--- src/rtl/cpk_pkg.sv ---
`timescale 1ns/1ps
package cpk_pkg;
  localparam int COEF_W = 12;
  localparam int BYTE_W = 8;

  typedef enum logic [2:0] {
    ST_IDLE,
    ST_P0,    // even read of first pair
    ST_P1,    // odd read of first pair
    ST_P2,    // first pair lands
    ST_RUN
  } cpk_state_e;
endpackage

--- src/rtl/cpk_pair_seq.sv ---
`timescale 1ns/1ps
module cpk_pair_seq #(
  parameter int PAIRS  = 128,
  parameter int PIDX_W = 3,
  parameter int NPW    = 4,
  localparam int PAIR_W = $clog2(PAIRS)
) (
  input  logic              clk_i,
  input  logic              rst_ni,
  input  logic              load_i,
  input  logic              adv_i,
  input  logic [NPW-1:0]    npoly_i,
  output logic [PIDX_W-1:0] poly_o,
  output logic [PAIR_W-1:0] pair_o,
  output logic              last_o
);
  logic [PIDX_W-1:0] poly_q;
  logic [PAIR_W-1:0] pair_q;

  always_ff @(posedge clk_i or negedge rst_ni) begin
    if (!rst_ni) begin
      poly_q <= '0;
      pair_q <= '0;
    end else if (load_i) begin
      poly_q <= '0;
      pair_q <= '0;
    end else if (adv_i) begin
      if (pair_q == PAIR_W'(PAIRS-1)) begin
        pair_q <= '0;
        poly_q <= poly_q + PIDX_W'(1);
      end else begin
        pair_q <= pair_q + PAIR_W'(1);
      end
    end
  end

  assign poly_o = poly_q;
  assign pair_o = pair_q;
  assign last_o = (pair_q == PAIR_W'(PAIRS-1)) &&
                  ((NPW'(poly_q) + NPW'(1)) == npoly_i);
endmodule

--- src/rtl/cpk_src_sel.sv ---
`timescale 1ns/1ps
module cpk_src_sel #(
  parameter int N_COEF = 256,
  parameter int PIDX_W = 3,
  parameter int KW     = 3,
  parameter int CIDX_W = 8,
  parameter int PUB_AW = 10,
  parameter int SEC_AW = 11
) (
  input  logic [PIDX_W-1:0] poly_i,
  input  logic [KW-1:0]     k_i,
  input  logic [CIDX_W-1:0] coef_i,
  output logic              sec_o,
  output logic [PUB_AW-1:0] pub_addr_o,
  output logic [SEC_AW-1:0] sec_addr_o
);
  int pi, ki, ci;

  always_comb begin
    pi = int'(poly_i);
    ki = int'(k_i);
    ci = int'(coef_i);
    sec_o      = (pi >= ki);
    pub_addr_o = PUB_AW'(pi * N_COEF + ci);
    // relative slot inside secret storage; unused when sec_o is low
    sec_addr_o = SEC_AW'((pi - ki) * N_COEF + ci);
  end
endmodule

--- src/rtl/cpk_byte_fmt.sv ---
`timescale 1ns/1ps
module cpk_byte_fmt
  import cpk_pkg::*;
(
  input  logic [1:0]        ph_i,
  input  logic [COEF_W-1:0] ev_i,
  input  logic [COEF_W-1:0] od_i,
  output logic [BYTE_W-1:0] byte_o
);
  always_comb begin
    unique case (ph_i)
      2'd0:    byte_o = ev_i[7:0];
      2'd1:    byte_o = {od_i[3:0], ev_i[11:8]};
      default: byte_o = od_i[11:4];
    endcase
  end
endmodule

--- src/rtl/coef_pair_packer.sv ---
`timescale 1ns/1ps
module coef_pair_packer
  import cpk_pkg::*;
#(
  parameter int N_COEF = 256,
  parameter int K_MAX  = 4,
  localparam int PAIRS    = N_COEF / 2,
  localparam int PAIR_W   = $clog2(PAIRS),
  localparam int POLY_MAX = 2 * K_MAX,
  localparam int PIDX_W   = $clog2(POLY_MAX),
  localparam int KW       = $clog2(K_MAX + 1),
  localparam int NPW      = $clog2(POLY_MAX + 1),
  localparam int CIDX_W   = $clog2(N_COEF),
  localparam int PUB_AW   = $clog2(K_MAX * N_COEF),
  localparam int SEC_AW   = $clog2(POLY_MAX * N_COEF)
) (
  input  logic              clk_i,
  input  logic              rst_ni,
  input  logic              start_i,
  input  logic [KW-1:0]     k_i,
  input  logic [NPW-1:0]    npoly_i,
  output logic              pub_rd_en_o,
  output logic [PUB_AW-1:0] pub_rd_addr_o,
  input  logic [COEF_W-1:0] pub_rd_data_i,
  output logic              sec_rd_en_o,
  output logic [SEC_AW-1:0] sec_rd_addr_o,
  input  logic [COEF_W-1:0] sec_rd_data_i,
  output logic              byte_valid_o,
  output logic [BYTE_W-1:0] byte_data_o,
  input  logic              byte_ready_i,
  output logic              done_o
);
  cpk_state_e        state_q;
  logic [KW-1:0]     k_q;
  logic [NPW-1:0]    np_q;
  logic [1:0]        ph_q;
  logic              rd_more_q;
  logic              ev_pend_q, od_pend_q, sec_q, done_q;
  logic [COEF_W-1:0] cur_ev_q, cur_od_q, nxt_ev_q, nxt_od_q;

  logic              start_ok, hs, issue_ev, issue_od, issue, out_adv;
  logic [PIDX_W-1:0] rd_poly, out_poly;
  logic [PAIR_W-1:0] rd_pair, out_pair;
  logic              rd_last, out_last, src_sec;
  logic [CIDX_W-1:0] rd_coef;
  logic [PUB_AW-1:0] pub_addr;
  logic [SEC_AW-1:0] sec_addr;
  logic [COEF_W-1:0] rd_data;

  assign start_ok = (state_q == ST_IDLE) && start_i && (npoly_i != '0);
  assign hs       = byte_valid_o && byte_ready_i;
  assign out_adv  = hs && (ph_q == 2'd2);

  // even read on byte 0 accept, odd read on byte 1 accept: never both
  assign issue_ev = (state_q == ST_P0) ||
                    ((state_q == ST_RUN) && hs && (ph_q == 2'd0) && rd_more_q);
  assign issue_od = (state_q == ST_P1) ||
                    ((state_q == ST_RUN) && hs && (ph_q == 2'd1) && rd_more_q);
  assign issue    = issue_ev || issue_od;
  assign rd_coef  = CIDX_W'(2 * int'(rd_pair) + int'(issue_od));

  cpk_pair_seq #(.PAIRS(PAIRS), .PIDX_W(PIDX_W), .NPW(NPW)) u_rd_seq (
    .clk_i   (clk_i),
    .rst_ni  (rst_ni),
    .load_i  (start_ok),
    .adv_i   (issue_od),
    .npoly_i (np_q),
    .poly_o  (rd_poly),
    .pair_o  (rd_pair),
    .last_o  (rd_last)
  );

  cpk_pair_seq #(.PAIRS(PAIRS), .PIDX_W(PIDX_W), .NPW(NPW)) u_out_seq (
    .clk_i   (clk_i),
    .rst_ni  (rst_ni),
    .load_i  (start_ok),
    .adv_i   (out_adv),
    .npoly_i (np_q),
    .poly_o  (out_poly),
    .pair_o  (out_pair),
    .last_o  (out_last)
  );

  cpk_src_sel #(
    .N_COEF(N_COEF), .PIDX_W(PIDX_W), .KW(KW), .CIDX_W(CIDX_W),
    .PUB_AW(PUB_AW), .SEC_AW(SEC_AW)
  ) u_src (
    .poly_i     (rd_poly),
    .k_i        (k_q),
    .coef_i     (rd_coef),
    .sec_o      (src_sec),
    .pub_addr_o (pub_addr),
    .sec_addr_o (sec_addr)
  );

  assign pub_rd_en_o   = issue && !src_sec;
  assign sec_rd_en_o   = issue && src_sec;
  assign pub_rd_addr_o = pub_addr;
  assign sec_rd_addr_o = sec_addr;
  assign rd_data       = sec_q ? sec_rd_data_i : pub_rd_data_i;

  always_ff @(posedge clk_i or negedge rst_ni) begin
    if (!rst_ni) begin
      state_q   <= ST_IDLE;
      k_q       <= '0;
      np_q      <= '0;
      ph_q      <= '0;
      rd_more_q <= 1'b0;
      ev_pend_q <= 1'b0;
      od_pend_q <= 1'b0;
      sec_q     <= 1'b0;
      done_q    <= 1'b0;
      cur_ev_q  <= '0;
      cur_od_q  <= '0;
      nxt_ev_q  <= '0;
      nxt_od_q  <= '0;
    end else begin
      done_q    <= 1'b0;
      ev_pend_q <= issue_ev;
      od_pend_q <= issue_od;
      if (issue) sec_q <= src_sec;
      if (ev_pend_q) nxt_ev_q <= rd_data;
      if (od_pend_q) nxt_od_q <= rd_data;
      if (issue_od && rd_last) rd_more_q <= 1'b0;

      unique case (state_q)
        ST_IDLE: if (start_ok) begin
          k_q       <= k_i;
          np_q      <= npoly_i;
          rd_more_q <= 1'b1;
          state_q   <= ST_P0;
        end
        ST_P0: state_q <= ST_P1;
        ST_P1: state_q <= ST_P2;
        ST_P2: begin
          cur_ev_q <= nxt_ev_q;
          cur_od_q <= rd_data;
          ph_q     <= 2'd0;
          state_q  <= ST_RUN;
        end
        ST_RUN: if (hs) begin
          if (ph_q == 2'd2) begin
            ph_q <= 2'd0;
            if (out_last) begin
              state_q <= ST_IDLE;
              done_q  <= 1'b1;
            end else begin
              cur_ev_q <= nxt_ev_q;
              // odd data may land in the same cycle as the last byte
              cur_od_q <= od_pend_q ? rd_data : nxt_od_q;
            end
          end else begin
            ph_q <= ph_q + 2'd1;
          end
        end
        default: state_q <= ST_IDLE;
      endcase
    end
  end

  cpk_byte_fmt u_fmt (
    .ph_i   (ph_q),
    .ev_i   (cur_ev_q),
    .od_i   (cur_od_q),
    .byte_o (byte_data_o)
  );

  assign byte_valid_o = (state_q == ST_RUN);
  assign done_o       = done_q;

  logic unused_out;
  assign unused_out = ^{out_poly, out_pair};
endmodule

--- config.mk ---
export PLATFORM = sky130hd
export DESIGN_NAME = coef_pair_packer
export DESIGN_NICKNAME = d
export VERILOG_FILES = /design/src/rtl/cpk_pkg.sv /design/src/rtl/cpk_pair_seq.sv /design/src/rtl/cpk_src_sel.sv /design/src/rtl/cpk_byte_fmt.sv /design/src/rtl/coef_pair_packer.sv
export SDC_FILE = /design/constraint.sdc
export NUM_CORES = 1
export LEC_CHECK = 0
export BUFFER_PORTS_ARGS = -buffer_cell sky130_fd_sc_hd__buf_4
export CORE_ASPECT_RATIO = 0.9
export CORE_MARGIN = 4
export CORE_UTILIZATION = 25
export DETAILED_ROUTE_END_ITERATION = 8
export GPL_ROUTABILITY_DRIVEN = 0
export PLACE_DENSITY_LB_ADDON = 0.15
export SYNTH_ARGS = -nofsm -noshare
export SYNTH_HDL_FRONTEND = slang
export SYNTH_SLANG_ARGS = --single-unit
--- constraint.sdc ---
create_clock -name clk_i -period 2.65 [get_ports clk_i]
set_clock_uncertainty 0.1 [all_clocks]
set_input_delay 0.53 -clock clk_i [delete_from_list [all_inputs] [get_ports clk_i]]
set_output_delay 0.53 -clock clk_i [all_outputs]
set_load 0.005 [all_outputs]
==> out/metrics.yaml, run 1 <==
synthesis:
  synth_compound_area_share_pct: 10.2
  ys_warn_count: 0
  ys.flop_type: "dfrtp_1"
  syn_area_um2: 4270
  syn_nets: 445
  netlist_instances: 402
  yosys.area_share.adder_pct: 2.52
  synth_area_leaders: "dfrtp_1, mux2_4, nor2_1"
  synth-xor-area-share_pct: 4.10
  synth_top_area_share_pct: 49.8
  synthArstFlopShare_pct: 100
  syn_area_per_cell_um2: 10.6
  synth.distinct_cells: 47
  synth_edf_count: 0
  synth.area.mux_share_pct: 14.3
  yosys.area.top_type: "dfrtp_1"
  ys_seq_elements: 85
  synthSimpleGateAreaFrac_pct: 13.0
  yosys-top-cells-count: "dfrtp_1, nor2_1, a21oi_1"
  yosysMostFrequentCell: "dfrtp_1"
  seq_area_frac_synth_pct: 49.8
  synth_top_family_by_area: "multiplexers"
worst_setup_path:
  crit_type: "reg2out"
  critPathLaunchType: "flop"
  critPathMaxFanout: 2
  cp.required_ps: 2020
  arrival_ps: 1860
  crit_path_end_kind: "output port"
floorplan:
  initial_utilization_pct: 25.4
  die_area_um2: 19200
  die_x_um: 146
  coreArea_um2: 16800
  rows: 45
  dieHeight_um: 132
  io_pins: 68
clock_network:
  cts_buffer_depth: 2
  cts.sink_count: 85
  cts_tree: "done"
  clock_latency_ps: 340
  cts.hold.buffers_added: 0
  htree_levels: 3
  cts-root-buf: "clkbuf_16"
  cts_buffers: 9
  path_clk_slew_ps: 60
power_and_ir_drop:
  clock_power_share_pct: 30.0
  leakage_nw: 2.43
  p_comb_share_pct: 27.2
  power_density_nw_per_um2: 900
  p_int_w: 0.00340
  vdd_drop_max_uv: 288
  p_sw_w: 0.00138
  seqPwrFrac_pct: 42.8
  switching_share_pct: 28.9
detailed_routing:
  ant_nets: 0
  viasPerCell: 4.39
  wl_mm: 9.96
  dr.pass1.iters: 4
  vias: 2984
  route.detailed.drc: 0
  avgRoutedWirePerCell_um: 14.6
  first_iter_violations: 120
global_routing:
  grt_pass1_wl_mm: 16.8
  grt_pass1_vias: 3131
  antenna_found_initial: 0
  grt_use_total_pct: 10.9
  grt_max_degree: 51
  grt-ovfl-total: 0
finish:
  final_util_pct: 31.5
  nets: 507
  drive_gt1_share_pct: 27.9
  syn_to_final_growth_pct: 24.4
  insertedDiodeCount: 0
  fillers: 1692
timing:
  finalSetupViolCount: 0
  tns_ps: 0
  holdWs_ps: 66.1
  relSlewSlack_pct: 47.2
  finalHoldViolCount: 0
  fmax_mhz: 402
  fin_crit_sh_pct: 94.0
  fin_ws_ps: 160
  grt_setup_unrepaired: "no"
  slew_viol_final: 0
  final.min_clock_period_ps: 2490
  worst_pin_slew_ps: 792
placement:
  dpl.hpwl_mm: 7.17
  pre_cts_ws_ps: 366
  port_buffers: 67
flow_run:
  maxCapViolCount: 0
worst_hold_path:
  hold_path_class: "in2async"
status:
  status: "finished clean"
[kinds of logic (layout without fill, tap and decap cells)]
kind of cell	after synthesis	after routing
xor+xnor	20	20
fa+ha+maj	8	8
mux	50	50
flops	85	85
simple gates	120	120
compound gates	75	75
buf+inv	44	111
[registers in the layout, indices dropped and copies added, names as in the netlist]
register and count:
cur_ev_q 12, cur_od_q 12, done_o 1, ev_pend_q 1, k_q 3, np_q 4, nxt_ev_q 12, nxt_od_q 12
od_pend_q 1, ph_q 2, rd_more_q 1, sec_q 1, state_q 3, u_out_seq.pair_o 7, u_out_seq.poly_o 3, u_rd_seq.pair_o 7
u_rd_seq.poly_o 3
[worst max-delay path, cell delays in order, from the launching register on]
cell	delay, ps
dfrtp_1	340
inv_1	60
ha_1	290
nand2b_1	150
a21o_1	170
a21o_1	200
a21oi_1	180
buf_4	150
[per-stage QoR]
stage	cells	total power [W]	instance area, um2
2_1_floorplan	402	0.00288	4270
3_3_place_gp	663	0.00336	4960
3_5_place_dp	663	0.00340	4960
4_1_cts	680	0.00487	5310
5_1_grt	680	0.00511	5310
6_report	680	0.00478	5310
[per-layer routing]
layer	GRT usage [%]	share of wire, %	vias to the layer above
met5	0	0	-
li1	-	-	1497
met1	15.5	52	1425
met4	5.06	2.0	0
met3	1.89	3.0	11
met2	15.9	43	51
[power groups by stage]
stage                     registers, W  logic [W]  clock network, W
final                          0.00205    0.00130           0.00144
after global routing           0.00211    0.00145           0.00154
after CTS                      0.00205    0.00133           0.00149
after detailed placement       0.00207    0.00133                 0
after global placement         0.00206    0.00130                 0
after floorplan                0.00195   0.000929                 0
[what timing repair did]
action                                  CTS  global route
resized for setup                         0             1
gates cloned                              0             0
setup buffers                             1             0
endpoints found under the setup margin    1             4
[final cells by class]
cell class	instances	area (um2)	share of cell area, %
Timing Repair Buffer	82	641	12.1
Tap cell	211	264	4.97
Sequential cell	85	2130	40.0
Clock inverter	6	111	2.10
Multi-Input combinational cell	273	1890	35.5
Inverter	13	52.6	0.989
Clock buffer	10	229	4.31
[final timing paths]
check / startpoint / endpoint / slack, ps / depth (start not counted)
max: u_rd_seq.poly_o[0]$_DFFE_PN0P_ / pub_rd_en_o / 160 / 7
max reg2reg: u_out_seq.poly_o[0]$_DFFE_PN0P_ / cur_ev_q[5]$_DFFE_PN0P_ / 380 / 7
min: rst_ni / nxt_ev_q[6]$_DFFE_PN0P_ / 70 / 1
max in group asynchronous: rst_ni / k_q[2]$_DFFE_PN0P_ / 1720 / 2
min in group clk_i: k_i[1] / k_q[1]$_DFFE_PN0P_ / 300 / 3
min reg2reg: rd_more_q$_DFF_PN0_ / rd_more_q$_DFF_PN0_ / 380 / 1
[cell usage in the layout, fill, tap and decap left out, drive strengths merged, types with 2 or more instances in the layout]
cell / n
o21ai: 18
clkbuf: 10
a21oi: 44
nor3: 6
bufinv: 3
inv: 12
nor2: 60
mux2i: 22
o21a: 2
nand4: 3
xor2: 8
nand3: 4
nand2b: 3
clkinv: 2
nand3b: 3
ha: 7
mux2: 28
buf: 82
dfrtp: 85
a21o: 3
clkinvlp: 2
xnor2: 12
and2: 4
nor3b: 3
nand2: 24
nor4: 2
Note: power is estimated with default switching activity, not from simulation.
==> inputs of run 2 (changes only) <==
- CORE_UTILIZATION: 25 -> 57
- CTS_CLUSTER_DIAMETER: not set -> 40
==> run 2 against run 1 <==
  * Register-to-register slack got worse by 40 ps
  * Sequential power barely moved
  * Non-clock buffer count fell by 5
  * Hold slack improved by 11 ps
  * Utilization rose by 38 points
  * Via count rose by 1.2%
  * Clock-buffer cell count did not move
  * Wire length fell by 12%
  * Setup slack got worse by 51 ps
  * Cell count fell by 18%
  * Sequential cell count did not move
  * Highest routed layer unchanged
==> out/metrics.yaml, run 2 (same netlist as run 1, synthesis figures left out) <==
finish:
  insertedDiodeCount: 0  # unchanged
  multi_input_area_um2: 1890  # unchanged
  register_area_um2: 2130  # about the same
  fillers: 547  # -68%
  syn_to_final_growth_pct: 17.1
  mostFrequentLayoutCell: "dfrtp_1"
  drive_gt1_share_pct: 27.6  # -0.35 points
  nets: 502  # -0.99%
  layout_common_cells: "dfrtp_1, buf_4, nor2_1"
worst_setup_path:
  cp.required_ps: 2020  # about the same
  critPathMaxFanout: 2  # unchanged
  worst-path-stages: 7  # unchanged
  crit_type: "reg2out"
  worst-path-buf-inv: 2  # unchanged
  cp_slowest_stage_delay_ps: 360  # +20 ps
  critPathLaunchType: "flop"
  arrival_ps: 1910  # +50 ps
  r2r_cells: 5  # -2
  crit_path_end_kind: "output port"
  crit_chain: "inv_1, ha_1, nand2b_1, a21o_1, a21o_1, a21oi_1, buf_4"
  critPathTopFamily: "compound AO/OA/AOI/OAI gates"
  worst_path_max_delay_cell: "dfrtp_1"
  cp_common_cell: "a21o_1"
flow_run:
  maxCapViolCount: 0  # unchanged
floorplan:
  coreArea_um2: 7180  # -57%
  die_area_um2: 8940  # -54%
  io_pins: 68  # unchanged
  die_x_um: 99.2  # -32%
  initial_utilization_pct: 59.4  # +34 points
  rows: 29  # -36%
  dieHeight_um: 90.1  # -32%
global_routing:
  grt_max_degree: 46  # -9.8%
  grt-ovfl-total: 0  # unchanged
  grt_use_total_pct: 21.0  # +10 points
  grt_pass1_vias: 3008  # -3.9%
  antenna_found_initial: 0  # unchanged
  grt_pass1_wl_mm: 15.1  # -10%
timing:
  holdWs_ps: 76.7  # +10.6 ps
  fin_ws_ps: 108  # -51.4 ps
  grt_setup_unrepaired: "no"
  final.min_clock_period_ps: 2540  # +51.4 ps
  finalSetupViolCount: 0  # unchanged
  relSlewSlack_pct: 48.9  # +1.7 points
  tns_ps: 0  # unchanged
  fmax_mhz: 393  # -2.0%
  fin_crit_sh_pct: 95.9  # +1.9 points
  worst_pin_slew_ps: 767  # -24.9 ps
  finalHoldViolCount: 0  # unchanged
  slew_viol_final: 0  # unchanged
clock_network:
  cts_buffer_depth: 2  # unchanged
  htree_levels: 3  # unchanged
  cts.sink_count: 85  # unchanged
  path_clk_slew_ps: 80  # +20 ps
  cts_tree: "done"
  cts_buffers: 9  # unchanged
  clock_latency_ps: 350  # about the same
  cts-root-buf: "clkbuf_8"
detailed_routing:
  vias: 3019  # +1.2%
  avgRoutedWirePerCell_um: 15.8  # +7.7%
  first_iter_violations: 126  # +5.0%
  ant_nets: 0  # unchanged
  dr.pass1.iters: 4  # unchanged
  wl_mm: 8.78  # -12%
  viasPerCell: 5.42  # +24%
  route.detailed.drc: 0  # unchanged
power_and_ir_drop:
  leakage_nw: 2.34  # -3.8%
  power_density_nw_per_um2: 865  # -3.9%
  vdd_drop_max_uv: 548  # +90%
placement:
  port_buffers: 67  # unchanged
  dpl.hpwl_mm: 6.19  # -14%
  pre_cts_ws_ps: 363  # -3.59 ps
worst_hold_path:
  hold_path_class: "in2async"
status:
  status: "finished clean"
run 2: cell types whose count changed in the layout (fill, tap and decap cells not counted):
cell / before / now
dfrtp_2: 0 / 1
inv_2: 0 / 1
clkinv_4: 1 / 0
clkinvlp_4: 2 / 4
inv_1: 12 / 11
dfrtp_1: 85 / 84
buf_4: 80 / 75
bufinv_16: 3 / 2
clkbuf_16: 9 / 0
clkbuf_8: 0 / 9
run 2: per-stage QoR:
stage | utilization [%] | instances | cell area, um2 | power, W
global placement | 66.5 | 540 | 4770 | 0.00329
global route | 69.6 | 557 | 5000 | 0.00462
floorplan | - | 402 | 4270 | 0.00288
finish | 69.6 | 557 | 5000 | 0.00433
CTS | 69.6 | 557 | 5000 | 0.00435
detailed placement | 66.5 | 540 | 4770 | 0.00335
run 2: repair_timing:
action	in CTS	in global routing
setup endpoints to repair	3	2
hold buffers	0	0
gates resized for setup	2	1
setup buffers	1	0
run 2: final cells by class:
type                    instances  share of cell area (%)
flip-flops and latches         85                    42.5
inverters                      13                    1.05
clock inverters                 6                    1.75
clock buffers                  10                    2.55
multi-input cells             273                    37.7
well taps                      93                    2.33
repair buffers                 77                    12.1
run 2: worst paths after layout:
| check | startpoint | to | slack (ps) |
|---|---|---|---|
| max reg2reg | state_q[1]$_DFFE_PN0P_ | cur_od_q[1]$_DFFE_PN0P_ | 340 |
| max | u_rd_seq.poly_o[0]$_DFFE_PN0P_ | pub_rd_en_o | 110 |
| min in group clk_i | k_i[1] | k_q[1]$_DFFE_PN0P_ | 270 |
| min | rst_ni | u_out_seq.poly_o[1]$_DFFE_PN0P_ | 80 |
| max in group asynchronous | rst_ni | state_q[1]$_DFFE_PN0P_ | 1740 |
| min reg2reg | cur_od_q[3]$_DFFE_PN0P_ | cur_od_q[3]$_DFFE_PN0P_ | 410 |
run 2: metal layers:
layer  wire length, um  global-route usage, %  part of all wire, %
met4                94                   5.80                  1.1
met5                 0                      0                    0
met1              4160                   32.0                   47
met3               504                   5.42                  5.7
met2              4030                   29.7                   46
run 2: report_power, final:
group	internal (W)	switching [W]	total, W
Clock	0.000529	0.000472	0.00100
Sequential	0.00172	0.000335	0.00206
Combinational	0.000739	0.000528	0.00127
==> inputs of run 3 (changes only) <==
- MAX_ROUTING_LAYER: not set -> met4
==> run 3 against run 2 <==
  * Combinational power hardly changed
  * Critical path depth is 1 lower
  * Clock-buffer cell count stayed put
  * Wire length is 0.30% higher
  * Critical path type unchanged
  * Critical endpoint is now sec_rd_en_o
  * Largest cell class unchanged
==> out/metrics.yaml, run 3 (same netlist as run 1, synthesis figures left out) <==
status:
  status: "finished clean"
worst_setup_path:
  arrival_ps: 1890  # -20 ps
  worst_path_max_delay_cell: "dfrtp_2"
  critPathLaunchType: "flop"
  crit_type: "reg2out"
  crit_chain: "or3b_4, clkinvlp_4, nand2_1, nand2_1, and2_1, buf_4"
  cp_slowest_stage_delay_ps: 470  # +110 ps
  ff2ff_setup_slack_ps: 340  # about the same
  worst-path-buf-inv: 2  # unchanged
  critPathTopFamily: "simple AND/OR/NAND/NOR gates"
  cp.required_ps: 2020  # about the same
  critPathMaxFanout: 7  # +5
  crit_path_end_kind: "output port"
  cp_common_cell: "nand2_1"
power_and_ir_drop:
  power_density_nw_per_um2: 864  # about the same
  leakage_nw: 2.34  # about the same
  p_int_w: 0.00299  # about the same
  switching_share_pct: 30.8  # about the same
  seqPwrFrac_pct: 47.6  # about the same
  clock_power_share_pct: 23.0  # about the same
  p_sw_w: 0.00133  # about the same
  p_total_w: 0.00433  # about the same
  vdd_drop_max_uv: 549  # +0.12%
  p_comb_share_pct: 29.4  # about the same
placement:
  port_buffers: 67  # unchanged
  pre_cts_ws_ps: 363  # unchanged
  dpl.hpwl_mm: 6.19  # unchanged
detailed_routing:
  routed.top_layer: "met4"
  first_iter_violations: 119  # -5.6%
  ant_nets: 0  # unchanged
  route.detailed.drc: 0  # unchanged
  wl_met3_um: 399  # -21%
  wl_mm: 8.81  # +0.30%
  vias: 3032  # +0.43%
  wl_met1_mm: 4.35  # +4.7%
  route.met2.wl_mm: 3.96  # -1.6%
  dr.pass1.iters: 4  # unchanged
  avgRoutedWirePerCell_um: 15.8  # +0.30%
  viasPerCell: 5.44  # +0.43%
global_routing:
  grt-ovfl-total: 0  # unchanged
  grt_max_degree: 46  # unchanged
  grt_pass1_wl_mm: 15.1  # unchanged
  antenna_found_initial: 0  # unchanged
  grt_use_total_pct: 21.7  # +0.70 points
  grt_pass1_vias: 3004  # -0.13%
timing:
  grt_setup_unrepaired: "no"
  final.min_clock_period_ps: 2520  # -24.5 ps
  fin_ws_ps: 133  # +24.5 ps
  fmax_mhz: 397  # +0.97%
  finalSetupViolCount: 0  # unchanged
  worst_pin_slew_ps: 762  # -5.40 ps
  relSlewSlack_pct: 49.2  # +0.36 points
  holdWs_ps: 78.6  # +1.96 ps
  tns_ps: 0  # unchanged
  finalHoldViolCount: 0  # unchanged
  slew_viol_final: 0  # unchanged
  fin_crit_sh_pct: 95.0  # -0.92 points
clock_network:
  cts-root-buf: "clkbuf_8"
  cts_buffers: 9  # unchanged
  cts_tree: "done"
  cts_buffer_depth: 2  # unchanged
  htree_levels: 3  # unchanged
  clock_latency_ps: 350  # about the same
  cts.hold.buffers_added: 0  # unchanged
  cts.sink_count: 85  # unchanged
  path_clk_slew_ps: 80  # about the same
floorplan:
  die_x_um: 99.2  # unchanged
  dieHeight_um: 90.1  # unchanged
  die_area_um2: 8940  # unchanged
  coreArea_um2: 7180  # unchanged
  rows: 29  # unchanged
  initial_utilization_pct: 59.4  # unchanged
  io_pins: 68  # unchanged
finish:
  syn_to_final_growth_pct: 17.2  # about the same
  insertedDiodeCount: 0  # unchanged
  drive_gt1_share_pct: 27.8  # +0.22 points
  nets: 502  # unchanged
  layout_common_cells: "dfrtp_1, buf_4, nor2_1"
  mostFrequentLayoutCell: "dfrtp_1"
  fillers: 546  # -0.18%
worst_hold_path:
  hold_path_class: "in2async"
flow_run:
  maxCapViolCount: 0  # unchanged
-- run 3: cell counts in the layout (fill, tap and decap cells not counted) --
No cell type changed its count.
-- run 3: repair_timing --
action | CTS | global route
resized for setup | 2 | 2
setup endpoints to repair | 3 | 2
buffers inserted | 1 | 0
pin swaps | 0 | 0
-- run 3: worst paths after layout --
kind | depth (start not counted) | end | from
max in group asynchronous | 2 | state_q[1]$_DFFE_PN0P_ | rst_ni
worst max register to register | 5 | cur_od_q[1]$_DFFE_PN0P_ | state_q[1]$_DFFE_PN0P_
worst max-delay path | 6 | sec_rd_en_o | state_q[1]$_DFFE_PN0P_
worst min-delay path | 1 | u_out_seq.poly_o[1]$_DFFE_PN0P_ | rst_ni
min in group clk_i | 3 | k_q[1]$_DFFE_PN0P_ | k_i[1]
worst min register to register | 1 | cur_ev_q[2]$_DFFE_PN0P_ | nxt_ev_q[2]$_DFFE_PN0P_
-- run 3: through the flow --
step	area [um2]	util [%]	instances
3_3_place_gp	4770	66.5	540
5_1_grt	5010	69.7	557
6_report	5010	69.7	557
2_1_floorplan	4270	-	402
3_5_place_dp	4770	66.5	540
4_1_cts	5000	69.6	557
-- run 3: cell type report --
cell class                      count  area [um2]  area share, %
Clock inverter                      6        87.6           1.75
Sequential cell                    85        2130           42.5
Tap cell                           93         116           2.32
Inverter                           13        52.6           1.05
Multi-Input combinational cell    273        1890           37.8
Timing Repair Buffer               77         603           12.0
Clock buffer                       10         128           2.55
-- run 3: power by group through the flow --
stage               registers, W  clock network [W]  logic, W
floorplan                0.00195                  0  0.000929
global placement         0.00206                  0   0.00123
detailed placement       0.00207                  0   0.00128
CTS                      0.00206            0.00101   0.00128
global route             0.00212            0.00108   0.00142
finish                   0.00206           0.000997   0.00127
-- run 3: routing by layer --
metal / global-route usage, % / vias to the layer above
met4: 5.12 / 0
met1: 32.5 / 1490
met5: - / -
met2: 29.6 / 64
met3: 5.65 / 11
li1: - / 1467
